File: src/rtl/rtc_ser_pkg.sv
package rtc_ser_pkg;

  typedef enum logic [1:0] {
    LINK_IDLE,
    LINK_SHIFT,
    LINK_DONE
  } link_state_e;

  localparam int unsigned REG_SECONDS = 0;
  localparam int unsigned REG_ADJUST  = 2;
  localparam int unsigned REG_GP_BASE = 4;

endpackage

File: src/rtl/rtc_ser_sync.sv
module rtc_ser_sync #(
  parameter int unsigned WIDTH  = 3,
  parameter int unsigned STAGES = 2
) (
  input  logic             clk,
  input  logic             rst_n,
  input  logic [WIDTH-1:0] d_i,
  output logic [WIDTH-1:0] q_o
);

  logic [WIDTH-1:0] stg_q [STAGES];

  always_ff @(posedge clk or negedge rst_n) begin
    if (!rst_n) begin
      for (int i = 0; i < int'(STAGES); i++) stg_q[i] <= '0;
    end else begin
      stg_q[0] <= d_i;
      for (int i = 1; i < int'(STAGES); i++) stg_q[i] <= stg_q[i-1];
    end
  end

  assign q_o = stg_q[STAGES-1];

endmodule

File: src/rtl/rtc_ser_frame.sv
module rtc_ser_frame
  import rtc_ser_pkg::*;
#(
  parameter int unsigned DATA_W = 32,
  parameter int unsigned ADDR_W = 3
) (
  input  logic              clk,
  input  logic              rst_n,
  input  logic              en_i,
  input  logic              sclk_i,
  input  logic              din_i,
  input  logic [DATA_W-1:0] rd_data_i,
  output logic              wr_en_o,
  output logic [ADDR_W-1:0] wr_addr_o,
  output logic [DATA_W-1:0] wr_data_o,
  output logic [ADDR_W-1:0] rd_addr_o,
  output logic              ready_o,
  output logic              dout_o
);

  localparam int unsigned FRAME_LEN = DATA_W + ADDR_W + 1;
  localparam int unsigned CNT_W     = $clog2(FRAME_LEN + 1);

  link_state_e         state_q, state_d;
  logic [CNT_W-1:0]    cnt_q, cnt_d;
  logic [FRAME_LEN-2:0] sh_q, sh_d;
  logic [DATA_W-1:0]   rd_sh_q, rd_sh_d;
  logic                rd_act_q, rd_act_d;
  logic                dout_q, dout_d;
  logic                sclk_q;

  logic                 sclk_rise;
  logic                 take;
  logic                 at_last;
  logic                 at_dir_rd;
  logic                 rd_go;
  logic [FRAME_LEN-1:0] shift_nxt;

  assign sclk_rise = sclk_i & ~sclk_q;
  assign shift_nxt = {sh_q, din_i};
  assign take      = (state_q == LINK_SHIFT) && en_i && sclk_rise;
  assign at_last   = (cnt_q == CNT_W'(FRAME_LEN - 1));
  assign at_dir_rd = (cnt_q == CNT_W'(ADDR_W));
  assign rd_go     = take && at_dir_rd && !din_i;

  // Direction bit of one on the final pulse commits the collected word.
  assign wr_en_o   = take && at_last && din_i;
  assign wr_addr_o = shift_nxt[ADDR_W:1];
  assign wr_data_o = shift_nxt[FRAME_LEN-1:ADDR_W+1];
  assign rd_addr_o = shift_nxt[ADDR_W:1];
  assign ready_o   = (state_q != LINK_SHIFT);
  assign dout_o    = dout_q;

  always_comb begin
    state_d  = state_q;
    cnt_d    = cnt_q;
    sh_d     = sh_q;
    rd_sh_d  = rd_sh_q;
    rd_act_d = rd_act_q;
    dout_d   = dout_q;
    unique case (state_q)
      LINK_IDLE: begin
        dout_d = 1'b0;
        if (en_i) begin
          state_d  = LINK_SHIFT;
          cnt_d    = '0;
          sh_d     = '0;
          rd_act_d = 1'b0;
        end
      end
      LINK_SHIFT: begin
        if (!en_i) begin
          state_d = LINK_IDLE;
          dout_d  = 1'b0;
        end else if (sclk_rise) begin
          cnt_d = cnt_q + CNT_W'(1);
          sh_d  = shift_nxt[FRAME_LEN-2:0];
          if (rd_go) begin
            rd_sh_d  = rd_data_i;
            rd_act_d = 1'b1;
          end else if (rd_act_q) begin
            dout_d  = rd_sh_q[DATA_W-1];
            rd_sh_d = {rd_sh_q[DATA_W-2:0], 1'b0};
          end
          if (at_last) state_d = LINK_DONE;
        end
      end
      LINK_DONE: begin
        if (!en_i) begin
          state_d = LINK_IDLE;
          dout_d  = 1'b0;
        end
      end
      default: state_d = LINK_IDLE;
    endcase
  end

  always_ff @(posedge clk or negedge rst_n) begin
    if (!rst_n) begin
      state_q  <= LINK_IDLE;
      cnt_q    <= '0;
      sh_q     <= '0;
      rd_sh_q  <= '0;
      rd_act_q <= 1'b0;
      dout_q   <= 1'b0;
      sclk_q   <= 1'b0;
    end else begin
      state_q  <= state_d;
      cnt_q    <= cnt_d;
      sh_q     <= sh_d;
      rd_sh_q  <= rd_sh_d;
      rd_act_q <= rd_act_d;
      dout_q   <= dout_d;
      sclk_q   <= sclk_i;
    end
  end

  // raising enable from idle takes ready low on the next cycle
  p_ready_drops_r9: assert property (@(posedge clk) disable iff (!rst_n)
    (state_q == LINK_IDLE && en_i) |=> !ready_o);

  // once the direction bit commits, the link is ready again
  p_ready_after_commit_r9: assert property (@(posedge clk) disable iff (!rst_n)
    wr_en_o |=> ready_o);

  // enable low silences data-out by the next cycle
  p_dout_quiet_r4: assert property (@(posedge clk) disable iff (!rst_n)
    !en_i |=> !dout_o);

  // data-out holds between serial clock edges
  p_dout_edge_only_r3: assert property (@(posedge clk) disable iff (!rst_n)
    (en_i && !sclk_rise && state_q != LINK_IDLE) |=> $stable(dout_o));

endmodule

File: src/rtl/rtc_ser_regs.sv
module rtc_ser_regs
  import rtc_ser_pkg::*;
#(
  parameter int unsigned DATA_W = 32,
  parameter int unsigned ADDR_W = 3,
  parameter int unsigned NUM_GP = 4
) (
  input  logic              clk,
  input  logic              rst_n,
  input  logic              tick_i,
  input  logic              wr_en_i,
  input  logic [ADDR_W-1:0] wr_addr_i,
  input  logic [DATA_W-1:0] wr_data_i,
  input  logic [ADDR_W-1:0] rd_addr_i,
  output logic [DATA_W-1:0] rd_data_o
);

  logic [DATA_W-1:0]             secs_q, secs_d;
  logic [DATA_W-1:0]             adj_q, adj_d;
  logic [NUM_GP-1:0][DATA_W-1:0] gp_q, gp_d;
  logic [NUM_GP-1:0]             gp_hit;
  logic                          secs_hit;
  logic                          adj_hit;

  assign secs_hit = wr_en_i && (wr_addr_i == ADDR_W'(REG_SECONDS));
  assign adj_hit  = wr_en_i && (wr_addr_i == ADDR_W'(REG_ADJUST));

  for (genvar g = 0; g < int'(NUM_GP); g++) begin : g_gp_sel
    assign gp_hit[g] = wr_en_i && (wr_addr_i == ADDR_W'(REG_GP_BASE + g));
  end

  always_comb begin
    // A host load takes priority over the tick in the same cycle.
    if (secs_hit)    secs_d = wr_data_i;
    else if (tick_i) secs_d = secs_q + DATA_W'(1);
    else             secs_d = secs_q;
    adj_d = adj_hit ? wr_data_i : adj_q;
    for (int i = 0; i < int'(NUM_GP); i++) begin
      gp_d[i] = gp_hit[i] ? wr_data_i : gp_q[i];
    end
  end

  always_comb begin
    rd_data_o = '0;
    if (rd_addr_i == ADDR_W'(REG_SECONDS)) rd_data_o = secs_q;
    if (rd_addr_i == ADDR_W'(REG_ADJUST))  rd_data_o = adj_q;
    for (int i = 0; i < int'(NUM_GP); i++) begin
      if (rd_addr_i == ADDR_W'(REG_GP_BASE + i)) rd_data_o = gp_q[i];
    end
  end

  always_ff @(posedge clk or negedge rst_n) begin
    if (!rst_n) begin
      secs_q <= '0;
      adj_q  <= '0;
      gp_q   <= '0;
    end else begin
      secs_q <= secs_d;
      adj_q  <= adj_d;
      gp_q   <= gp_d;
    end
  end

  // a counter load wins over a coincident tick
  p_load_beats_tick_r6: assert property (@(posedge clk) disable iff (!rst_n)
    (wr_en_i && wr_addr_i == ADDR_W'(REG_SECONDS)) |=> (secs_q == $past(wr_data_i)));

  // a tick with no load adds exactly one, wrapping at the top
  p_tick_adds_one_r5: assert property (@(posedge clk) disable iff (!rst_n)
    (tick_i && !(wr_en_i && wr_addr_i == ADDR_W'(REG_SECONDS)))
      |=> (secs_q == $past(secs_q) + DATA_W'(1)));

  // storage words move only on a committed write
  p_gp_hold_r7: assert property (@(posedge clk) disable iff (!rst_n)
    !wr_en_i |=> ($stable(gp_q) && $stable(adj_q)));

  // the two unmapped addresses read as zero
  p_hole_reads_zero_r8: assert property (@(posedge clk) disable iff (!rst_n)
    (rd_addr_i == ADDR_W'(1) || rd_addr_i == ADDR_W'(3)) |-> (rd_data_o == '0));

endmodule

File: src/rtl/rtc_ser_slave.sv
module rtc_ser_slave #(
  parameter int unsigned DATA_W      = 32,
  parameter int unsigned ADDR_W      = 3,
  parameter int unsigned NUM_GP      = 4,
  parameter int unsigned SYNC_STAGES = 2
) (
  input  logic clk,
  input  logic rst_n,
  input  logic tick_i,
  input  logic ser_en_i,
  input  logic ser_clk_i,
  input  logic ser_din_i,
  output logic ser_dout_o,
  output logic ready_o
);

  localparam int unsigned LINE_W = 3;

  logic [LINE_W-1:0] lines_raw;
  logic [LINE_W-1:0] lines_sync;
  logic              wr_en;
  logic [ADDR_W-1:0] wr_addr;
  logic [DATA_W-1:0] wr_data;
  logic [ADDR_W-1:0] rd_addr;
  logic [DATA_W-1:0] rd_data;

  assign lines_raw = {ser_en_i, ser_clk_i, ser_din_i};

  rtc_ser_sync #(
    .WIDTH  (LINE_W),
    .STAGES (SYNC_STAGES)
  ) i_sync (
    .clk   (clk),
    .rst_n (rst_n),
    .d_i   (lines_raw),
    .q_o   (lines_sync)
  );

  rtc_ser_frame #(
    .DATA_W (DATA_W),
    .ADDR_W (ADDR_W)
  ) i_frame (
    .clk       (clk),
    .rst_n     (rst_n),
    .en_i      (lines_sync[2]),
    .sclk_i    (lines_sync[1]),
    .din_i     (lines_sync[0]),
    .rd_data_i (rd_data),
    .wr_en_o   (wr_en),
    .wr_addr_o (wr_addr),
    .wr_data_o (wr_data),
    .rd_addr_o (rd_addr),
    .ready_o   (ready_o),
    .dout_o    (ser_dout_o)
  );

  rtc_ser_regs #(
    .DATA_W (DATA_W),
    .ADDR_W (ADDR_W),
    .NUM_GP (NUM_GP)
  ) i_regs (
    .clk       (clk),
    .rst_n     (rst_n),
    .tick_i    (tick_i),
    .wr_en_i   (wr_en),
    .wr_addr_i (wr_addr),
    .wr_data_i (wr_data),
    .rd_addr_i (rd_addr),
    .rd_data_o (rd_data)
  );

endmodule

File: config.mk
export PLATFORM = sky130hd
export DESIGN_NAME = rtc_ser_slave
export DESIGN_NICKNAME = d
export VERILOG_FILES = /design/src/rtl/rtc_ser_pkg.sv /design/src/rtl/rtc_ser_sync.sv /design/src/rtl/rtc_ser_frame.sv /design/src/rtl/rtc_ser_regs.sv /design/src/rtl/rtc_ser_slave.sv
export SDC_FILE = /design/constraint.sdc
export NUM_CORES = 1
export LEC_CHECK = 0
export BUFFER_PORTS_ARGS = -buffer_cell sky130_fd_sc_hd__buf_4
export CAP_MARGIN = 20
export CORE_MARGIN = 3
export CORE_UTILIZATION = 40
export CTS_BUF_LIST = sky130_fd_sc_hd__clkbuf_8
export CTS_CLUSTER_SIZE = 25
export DETAILED_ROUTE_END_ITERATION = 10
export PLACE_DENSITY = 0.59
export SLEW_MARGIN = 15
export SYNTH_ARGS = -nofsm -noshare
export SYNTH_HDL_FRONTEND = slang
export SYNTH_HIERARCHICAL = 1
export SYNTH_SLANG_ARGS = --single-unit
File: constraint.sdc
create_clock -name clk -period 3.2 [get_ports clk]
set_input_delay 0.64 -clock clk [delete_from_list [all_inputs] [get_ports clk]]
set_output_delay 0.64 -clock clk [all_outputs]
set_load 0.01 [all_outputs]
==> results of run 1 <==
## cell type report
class,instances,share of cell area (%)
Clock buffer,61,5.74
Clock inverter,19,0.539
Inverter,8,0.205
Multi-Input combinational cell,756,39.5
Sequential cell,276,47.3
Tap cell,435,3.72
Timing Repair Buffer,47,2.98
## kinds of logic (layout without fill, tap and decap cells)
| family | after synthesis | in the layout | synth area share (%) |
|---|---|---|---|
| AO/OA/AOI/OAI | 240 | 240 | 13.1 |
| XOR/XNOR | 34 | 34 | 2.28 |
| adder cells (fa/ha/maj) | 2 | 2 | 0.191 |
| buffers and inverters | 97 | 135 | 3.53 |
| flip-flops | 276 | 276 | 52.8 |
| multiplexers | 227 | 227 | 19.2 |
| AND/OR/NAND/NOR | 253 | 253 | 8.86 |
## state kept, by name (all words and copies together) (netlist names), 2 cells and up
signal           cells
i_frame/cnt_q        6
i_frame/rd_sh_q     32
i_frame/sh_q        35
i_frame/state_q      2
i_regs/adj_q        32
i_regs/gp_q        128
i_regs/secs_q       32
i_sync/q_o           3
i_sync/stg_q         3
## power groups by stage
stage | logic (µW) | clock network (µW) | registers (µW)
2_1_floorplan | 516 | 0 | 3780
3_3_place_gp | 703 | 0 | 3870
3_5_place_dp | 714 | 0 | 3870
4_1_cts | 716 | 3180 | 3810
5_1_grt | 794 | 3360 | 3830
6_report | 702 | 3100 | 3810
## through the flow
| stage | total power (µW) | area (µm²) | std cells | worst slack (ns) |
|---|---|---|---|---|
| CTS | 7710 | 14600 | 1602 | 0.456 |
| finish | 7610 | 14600 | 1602 | 0.472 |
| global route | 7980 | 14600 | 1602 | 0.323 |
| global placement | 4570 | 13700 | 1522 | 0.533 |
| floorplan | 4290 | 13100 | 1129 | 0.692 |
| detailed placement | 4590 | 13700 | 1522 | 0.473 |
## final timing paths
| path | start | to | slack (ns) | depth (start not counted) |
|---|---|---|---|---|
| min reg2reg | i_sync/stg_q[3] | i_sync/q_o[0] | 0.35 | 0 |
| min | rst_n | i_regs/gp_q[125] | 0.08 | 1 |
| min in group clk | ser_clk_i | i_sync/stg_q[4] | 0.20 | 1 |
| max reg2reg | i_frame/cnt_q[0] | i_regs/adj_q[7] | 0.47 | 7 |
| max | i_frame/cnt_q[0] | i_regs/adj_q[7] | 0.47 | 7 |
| max in group asynchronous | rst_n | i_frame/sh_q[2] | 2.19 | 2 |
## worst max-delay path, stage by stage, from the launching register on
cell,delay [ns]
sky130_fd_sc_hd__dfrtp_1,0.38
sky130_fd_sc_hd__ha_1,0.18
sky130_fd_sc_hd__or4b_4,0.49
sky130_fd_sc_hd__nor2_1,0.18
sky130_fd_sc_hd__and3_1,0.32
sky130_fd_sc_hd__nor4bb_4,0.41
sky130_fd_sc_hd__buf_12,0.27
sky130_fd_sc_hd__mux2_2,0.36
## routing by layer
layer	global-route usage, %	share of wire, %
met5	0	0
met2	29.3	48
met4	4.19	1.5
met3	3.13	3.7
met1	24.8	47
## layout by cell type (no fill, tap or decap), drive strengths merged, types with 7 or more instances in the layout
| master | count |
|---|---|
| o22ai | 31 |
| dfrtp | 276 |
| nand2 | 147 |
| mux2 | 194 |
| and3 | 7 |
| buf | 47 |
| nor2 | 46 |
| a2bb2oi | 31 |
| xnor2 | 12 |
| mux2i | 33 |
| xor2 | 22 |
| inv | 23 |
| o21ai | 101 |
| clkbuf | 61 |
| a21oi | 34 |
| nand3 | 17 |
| nand4 | 13 |
| a22o | 32 |
==> reports/summary.log, run 1 <==
[floorplanning] width of the die 187 µm
[logic_synthesis] average footprint of a synthesized cell 11.6 µm²
[timing] clock tree skew after final layout 0.0209 ns
[worst_hold_path] Hold WC Path Type input port to async pin
[route] DRC marker count from the first detailed-route iteration 487
[route] Routed Antenna Nets 0
[cts] hold buffers post-CTS 0
[route] detail-routed via count per cell 5.39
[logic_synthesis] top-count cell post-synth sky130_fd_sc_hd__dfrtp_1
[timing] f_max 367 MHz
[global_route] number of antenna violations at the first check in global routing 0
[cells_and_area] net count reported at finish 1143
[cts] Clk Tree Root Cell sky130_fd_sc_hd__clkbuf_8
[logic_synthesis] synthesized cell area 13100 µm²
[logic_synthesis] share of flip-flops with an asynchronous set or reset after synthesis 100%
[worst_setup_path] endpoint class of the critical path register
[cts] CTS tree yes
[cts] number of clock buffers inserted by TritonCTS 46
[placement] final estimated routing congestion in global placement 0.785
[cells_and_area] Storage cell area 6920 µm²
[power] portion of total power attributed to sequential cells 50.1%
[logic_synthesis] total of warnings raised by yosys 6
[power] internal power 5580 µW
[timing] share of the clock period used by the worst path 85.2%
[cts] Clk Latency, worst-skew pair 0.56 ns
[power] Peak VDD IR 0.342 mV
[logic_synthesis] number of flops mapped to enable cells by yosys 0
[power] power per cell area 521 nW/µm²
[global_route] first-pass GRT wire length 50900 µm
[job] count of max-cap constraint violations 0
[power] switching power 2030 µW
[cts] post-cts gate resize count 0
[logic_synthesis] cell type with the highest aggregate area in the netlist sky130_fd_sc_hd__dfrtp_1
[floorplanning] die outline height 187 µm
[global_route] vias in the first global route 9141
[cells_and_area] ratio of cells with drive above 1 in the final layout 29.8%
[logic_synthesis] unique cell type count in the Yosys netlist 51
[cts] clock-pin transition on the worst setup and hold timing paths 0.06 ns
[timing] worst hold slack after final layout 0.0842 ns
[timing] final-report setup violation count 0
[floorplanning] starting density of the core 41.0%
[route] Detailed Route WL 30900 µm
[timing] pin slew with the least headroom to its limit 0.974 ns
[power] combinational share of power 9.2%
[cells_and_area] total of fill cells in the finished design 2996
[cells_and_area] synth-to-layout area growth 11.7%
[route] Avg WL per Cell 19.3 µm
[timing] summed negative setup slack over all endpoints 0 ns
[timing] tightest slew margin relative to the limit 35.1%
[floorplanning] Row Count 65
[logic_synthesis] #FFs+latches synth 276
[global_route] maximum number of pins on one net before global-route repair 93
[logic_synthesis] Mapped Nets 1137
[route] DRC violations left 0
[cells_and_area] fraction of the core area covered by cells at the end of the flow 45.8%
[global_route] global routing usage summed across all routing layers 17.9%
[timing] unrepaired setup endpoints after global routing no
[logic_synthesis] cell types with the largest area share after synthesis sky130_fd_sc_hd__dfrtp_1 (53%), sky130_fd_sc_hd__mux2_2 (16%), sky130_fd_sc_hd__nand2_1 (4.2%)
[timing] time the worst path needs with I/O delays and setup 2.73 ns
[logic_synthesis] proportion of netlist area held by the largest area contributor 52.8%
[power] fraction of power consumed by the clock network 40.7%
[floorplanning] I/O pin cnt 8
[logic_synthesis] cell count after synthesis 1129
[cts] maximum clock insertion buffer count 3
[cts] CTS Sinks 276
[logic_synthesis] sequential share of the synthesized area 52.8%
[cells_and_area] multi-input combinational cell area 5770 µm²
[cts] number of levels in the clock H-tree 2
[worst_setup_path] Setup crit start kind register
[worst_setup_path] Worst Setup Path Type register to register
[timing] Pins Over Slew Limit 0
[worst_setup_path] critical path required time 3.62 ns
[cts] setup fix buffers added after clock tree synthesis 0
[floorplanning] placeable core region 31900 µm²
[cells_and_area] antenna diode count 0
[global_route] global route overflow 0
[placement] detailed-placement wirelength estimate 18200 µm
[logic_synthesis] top cells by count, synth sky130_fd_sc_hd__dfrtp_1 (276), sky130_fd_sc_hd__mux2_2 (182), sky130_fd_sc_hd__nand2_1 (146)
[power] sw frac 26.7%
[power] leakage dissipation 0.00665 µW
[placement] input/output buffers 7
[logic_synthesis] most used flip-flop cell after synthesis sky130_fd_sc_hd__dfrtp_1
[timing] total count of hold-check failures in the final report 0
[worst_setup_path] arrival time worst endpoint 3.15 ns
[floorplanning] Die Footprint 34900 µm²
[route] number of vias in the routed layout 8627
[worst_setup_path] maximum fanout encountered on the critical timing path 26
[route] count of TritonRoute iterations in the first routing pass 5
[status] result of the run finished clean
No activity file was read; power rests on OpenSTA's default activity.
==> inputs of run 2 (changes only) <==
GPL_TIMING_DRIVEN = 0   (was default)
==> reports/summary.log, run 2 (same netlist as run 1, synthesis figures left out) <==
[placement] input/output buffers 6 [-1]
[power] switching power 2100 µW [+3.5%]
[timing] pin slew with the least headroom to its limit 0.841 ns [-0.133 ns]
[timing] share of the clock period used by the worst path 95.3% [+10 points]
[worst_hold_path] Worst Min Path Start ser_din_i
[worst_setup_path] terminus of the critical flop-to-flop path i_regs/adj_q[2]
[route] DRC violations left 0 [unchanged]
[cells_and_area] most common cell after layout, fill and taps aside sky130_fd_sc_hd__dfrtp_1
[status] result of the run finished clean
[worst_hold_path] worst hold path cell count 1
[cells_and_area] fraction of the core area covered by cells at the end of the flow 46.4% [+0.58 points]
[worst_setup_path] register-to-register setup slack 0.15 ns [-0.32 ns]
[route] Routed Antenna Nets 0 [unchanged]
[floorplanning] placeable core region 31900 µm² [unchanged]
[cells_and_area] number of flip-flops in the largest register 128 [unchanged]
[cts] number of levels in the clock H-tree 2 [unchanged]
[floorplanning] Row Count 65 [unchanged]
[timing] clock tree skew after final layout 0.0190 ns [-0.00191 ns]
[placement] number of cells in the design after placement 1573 [+3.4%]
[floorplanning] Die Footprint 34900 µm² [unchanged]
[cells_and_area] total of fill cells in the finished design 2999 [+0.10%]
[cells_and_area] net count reported at finish 1197 [+4.7%]
[timing] summed negative setup slack over all endpoints 0 ns [unchanged]
[cts] CTS tree yes
[timing] time the worst path needs with I/O delays and setup 3.05 ns [+0.323 ns]
[cts] clock-pin transition on the worst setup and hold timing paths 0.06 ns [about the same]
[cts] maximum clock insertion buffer count 3 [unchanged]
[route] Detailed Route WL 31600 µm [+2.1%]
[global_route] vias in the first global route 9032 [-1.2%]
[worst_setup_path] launch point of the critical path i_frame/cnt_q[0]
[cells_and_area] synth-to-layout area growth 13.1%
[worst_setup_path] maximum fanout encountered on the critical timing path 10 [-62%]
[timing] total count of hold-check failures in the final report 0 [unchanged]
[floorplanning] starting density of the core 41.0% [unchanged]
[power] combinational share of power 10.4% [+1.2 points]
[route] Avg WL per Cell 19.0 µm [-1.4%]
[cells_and_area] most frequent cells in the layout sky130_fd_sc_hd__dfrtp_1 (276), sky130_fd_sc_hd__mux2_2 (182), sky130_fd_sc_hd__nand2_1 (146)
[placement] detailed-placement wirelength estimate 20900 µm [+15%]
[worst_setup_path] endpoint class of the critical path register
[power] Peak VDD IR 0.234 mV [-32%]
[worst_setup_path] Setup crit start kind register
[cts] number of clock buffers inserted by TritonCTS 48 [+4.3%]
[power] power per cell area 533 nW/µm² [+2.5%]
[floorplanning] I/O pin cnt 8 [unchanged]
[route] count of TritonRoute iterations in the first routing pass 5 [unchanged]
[cells_and_area] register with the most flip-flops i_regs/gp_q
[cells_and_area] antenna diode count 0 [unchanged]
[cells_and_area] ratio of cells with drive above 1 in the final layout 28.6% [-1.2 points]
[route] number of vias in the routed layout 8917 [+3.4%]
[global_route] number of antenna violations at the first check in global routing 0 [unchanged]
[power] leakage dissipation 0.00676 µW [+1.7%]
[job] count of max-cap constraint violations 0 [unchanged]
[cells_and_area] post-route insts no fill 1659 [+3.6%]
[power] portion of total power attributed to sequential cells 47.5% [-2.6 points]
[cts] CTS Sinks 276 [unchanged]
[global_route] maximum number of pins on one net before global-route repair 89 [-4.3%]
[floorplanning] width of the die 187 µm [unchanged]
[timing] tightest slew margin relative to the limit 44.0% [+8.9 points]
[route] detail-routed via count per cell 5.37 [-0.19%]
[timing] Pins Over Slew Limit 0 [unchanged]
[cts] Clk Latency, worst-skew pair 0.56 ns [about the same]
[timing] final-report setup violation count 0 [unchanged]
[global_route] global route overflow 0 [unchanged]
[worst_setup_path] Worst Setup Path Type register to register
[power] sw frac 26.6% [-0.068 points]
[worst_hold_path] Hold WC Path Type input port to register
[floorplanning] die outline height 187 µm [unchanged]
[cts] Clk Tree Root Cell sky130_fd_sc_hd__clkbuf_8
[cells_and_area] leading registers by flop count i_regs/gp_q: 128 flops, i_frame/sh_q: 35 flops
[worst_setup_path] origin of the critical flop-to-flop path i_frame/cnt_q[0]
[global_route] global routing usage summed across all routing layers 17.9% [+0.027 points]
[route] DRC marker count from the first detailed-route iteration 510 [+4.7%]
[timing] f_max 328 MHz [-11%]
[power] internal power 5800 µW [+3.9%]
[worst_hold_path] worst-case hold path end point i_sync/stg_q[3]
[power] fraction of power consumed by the clock network 42.1% [+1.4 points]
[worst_setup_path] arrival time worst endpoint 3.49 ns [+0.34 ns]
[worst_setup_path] critical path required time 3.64 ns [+0.02 ns]
[timing] unrepaired setup endpoints after global routing no
[worst_setup_path] Worst Reg-to-Reg Cells 8 [+1]
[global_route] first-pass GRT wire length 50800 µm [-0.12%]
[placement] final estimated routing congestion in global placement 0.796 [+1.4%]
-- run 2: cell count changes in the layout (fill, tap and decap cells not counted), moves of 4 or more --
cell                       before  now
sky130_fd_sc_hd__clkbuf_1       0   38
sky130_fd_sc_hd__buf_2          0   28
sky130_fd_sc_hd__buf_4         40   13
sky130_fd_sc_hd__buf_1          0    6
sky130_fd_sc_hd__buf_12         6    0
sky130_fd_sc_hd__clkbuf_8      61   66
sky130_fd_sc_hd__buf_6          0    4
-- run 2: stage by stage --
stage / worst slack, ns / cell area [µm²] / hold slack [ns] / power, µW
after floorplan: 0.692 / 13100 / 0.331 / 4290
after global placement: -0.967 / 13700 / 0.332 / 4610
after global routing: 0.0407 / 14800 / 0.148 / 8270
final: 0.149 / 14800 / 0.183 / 7900
after CTS: 0.0252 / 14800 / 0.147 / 8010
after detailed placement: 0.0668 / 13800 / 0.342 / 4630
-- run 2: power by group through the flow --
stage	sequential [µW]	combinational (µW)	clock (µW)
after floorplan	3780	516	0
after global placement	3810	797	0
after detailed placement	3810	818	0
after CTS	3750	825	3430
after global routing	3770	904	3590
final	3750	821	3320
-- run 2: worst max-delay path by stage --
stage	slack, ns	cells past startpoint	endpoint
after detailed placement	0.07	8	i_regs/adj_q[11]
final	0.15	8	i_regs/adj_q[2]
after floorplan	0.69	8	i_regs/adj_q[0]
after global routing	0.04	8	i_regs/adj_q[2]
after global placement	-0.97	1	i_regs/gp_q[47]
after CTS	0.03	8	i_regs/adj_q[17]
-- run 2: what timing repair did --
| action | CTS | global route |
|---|---|---|
| resized for setup | 0 | 7 |
| endpoints found under the hold margin | 43 | 0 |
| setup endpoints to repair | 0 | 32 |
| setup buffers | 0 | 0 |
| hold buffers | 1 | 0 |
-- run 2: metal layers --
| metal | share of wire (%) | up-vias | wire [µm] | track usage, % |
|---|---|---|---|---|
| met3 | 3.5 | 50 | 1100 | 2.62 |
| met4 | 2.0 | 0 | 626 | 4.97 |
| li1 | - | 4149 | - | - |
| met1 | 48 | 4566 | 15200 | 25.7 |
| met5 | 0 | - | 0 | 0 |
| met2 | 46 | 152 | 14700 | 28.4 |
-- run 2: area by class of cell --
cell class | count | area (µm²) | area share (%)
clock buffer | 66 | 908 | 6.14
timing repair buffer | 10 | 145 | 0.981
sequential | 276 | 6910 | 46.7
buffer | 89 | 440 | 2.98
inverter | 8 | 30.0 | 0.203
multi-input combinational | 756 | 5720 | 38.6
clock inverter | 19 | 109 | 0.735
tap | 435 | 544 | 3.68
-- run 2: worst max-delay path, stage by stage, from the launching register on --
cell and delay, ns:
sky130_fd_sc_hd__dfrtp_1 0.39, sky130_fd_sc_hd__ha_1 0.18, sky130_fd_sc_hd__or4b_4 0.48, sky130_fd_sc_hd__nor2_1 0.25, sky130_fd_sc_hd__and3_1 0.33, sky130_fd_sc_hd__nor4bb_1 0.34
sky130_fd_sc_hd__clkbuf_2 0.25, sky130_fd_sc_hd__buf_2 0.31, sky130_fd_sc_hd__mux2_2 0.38
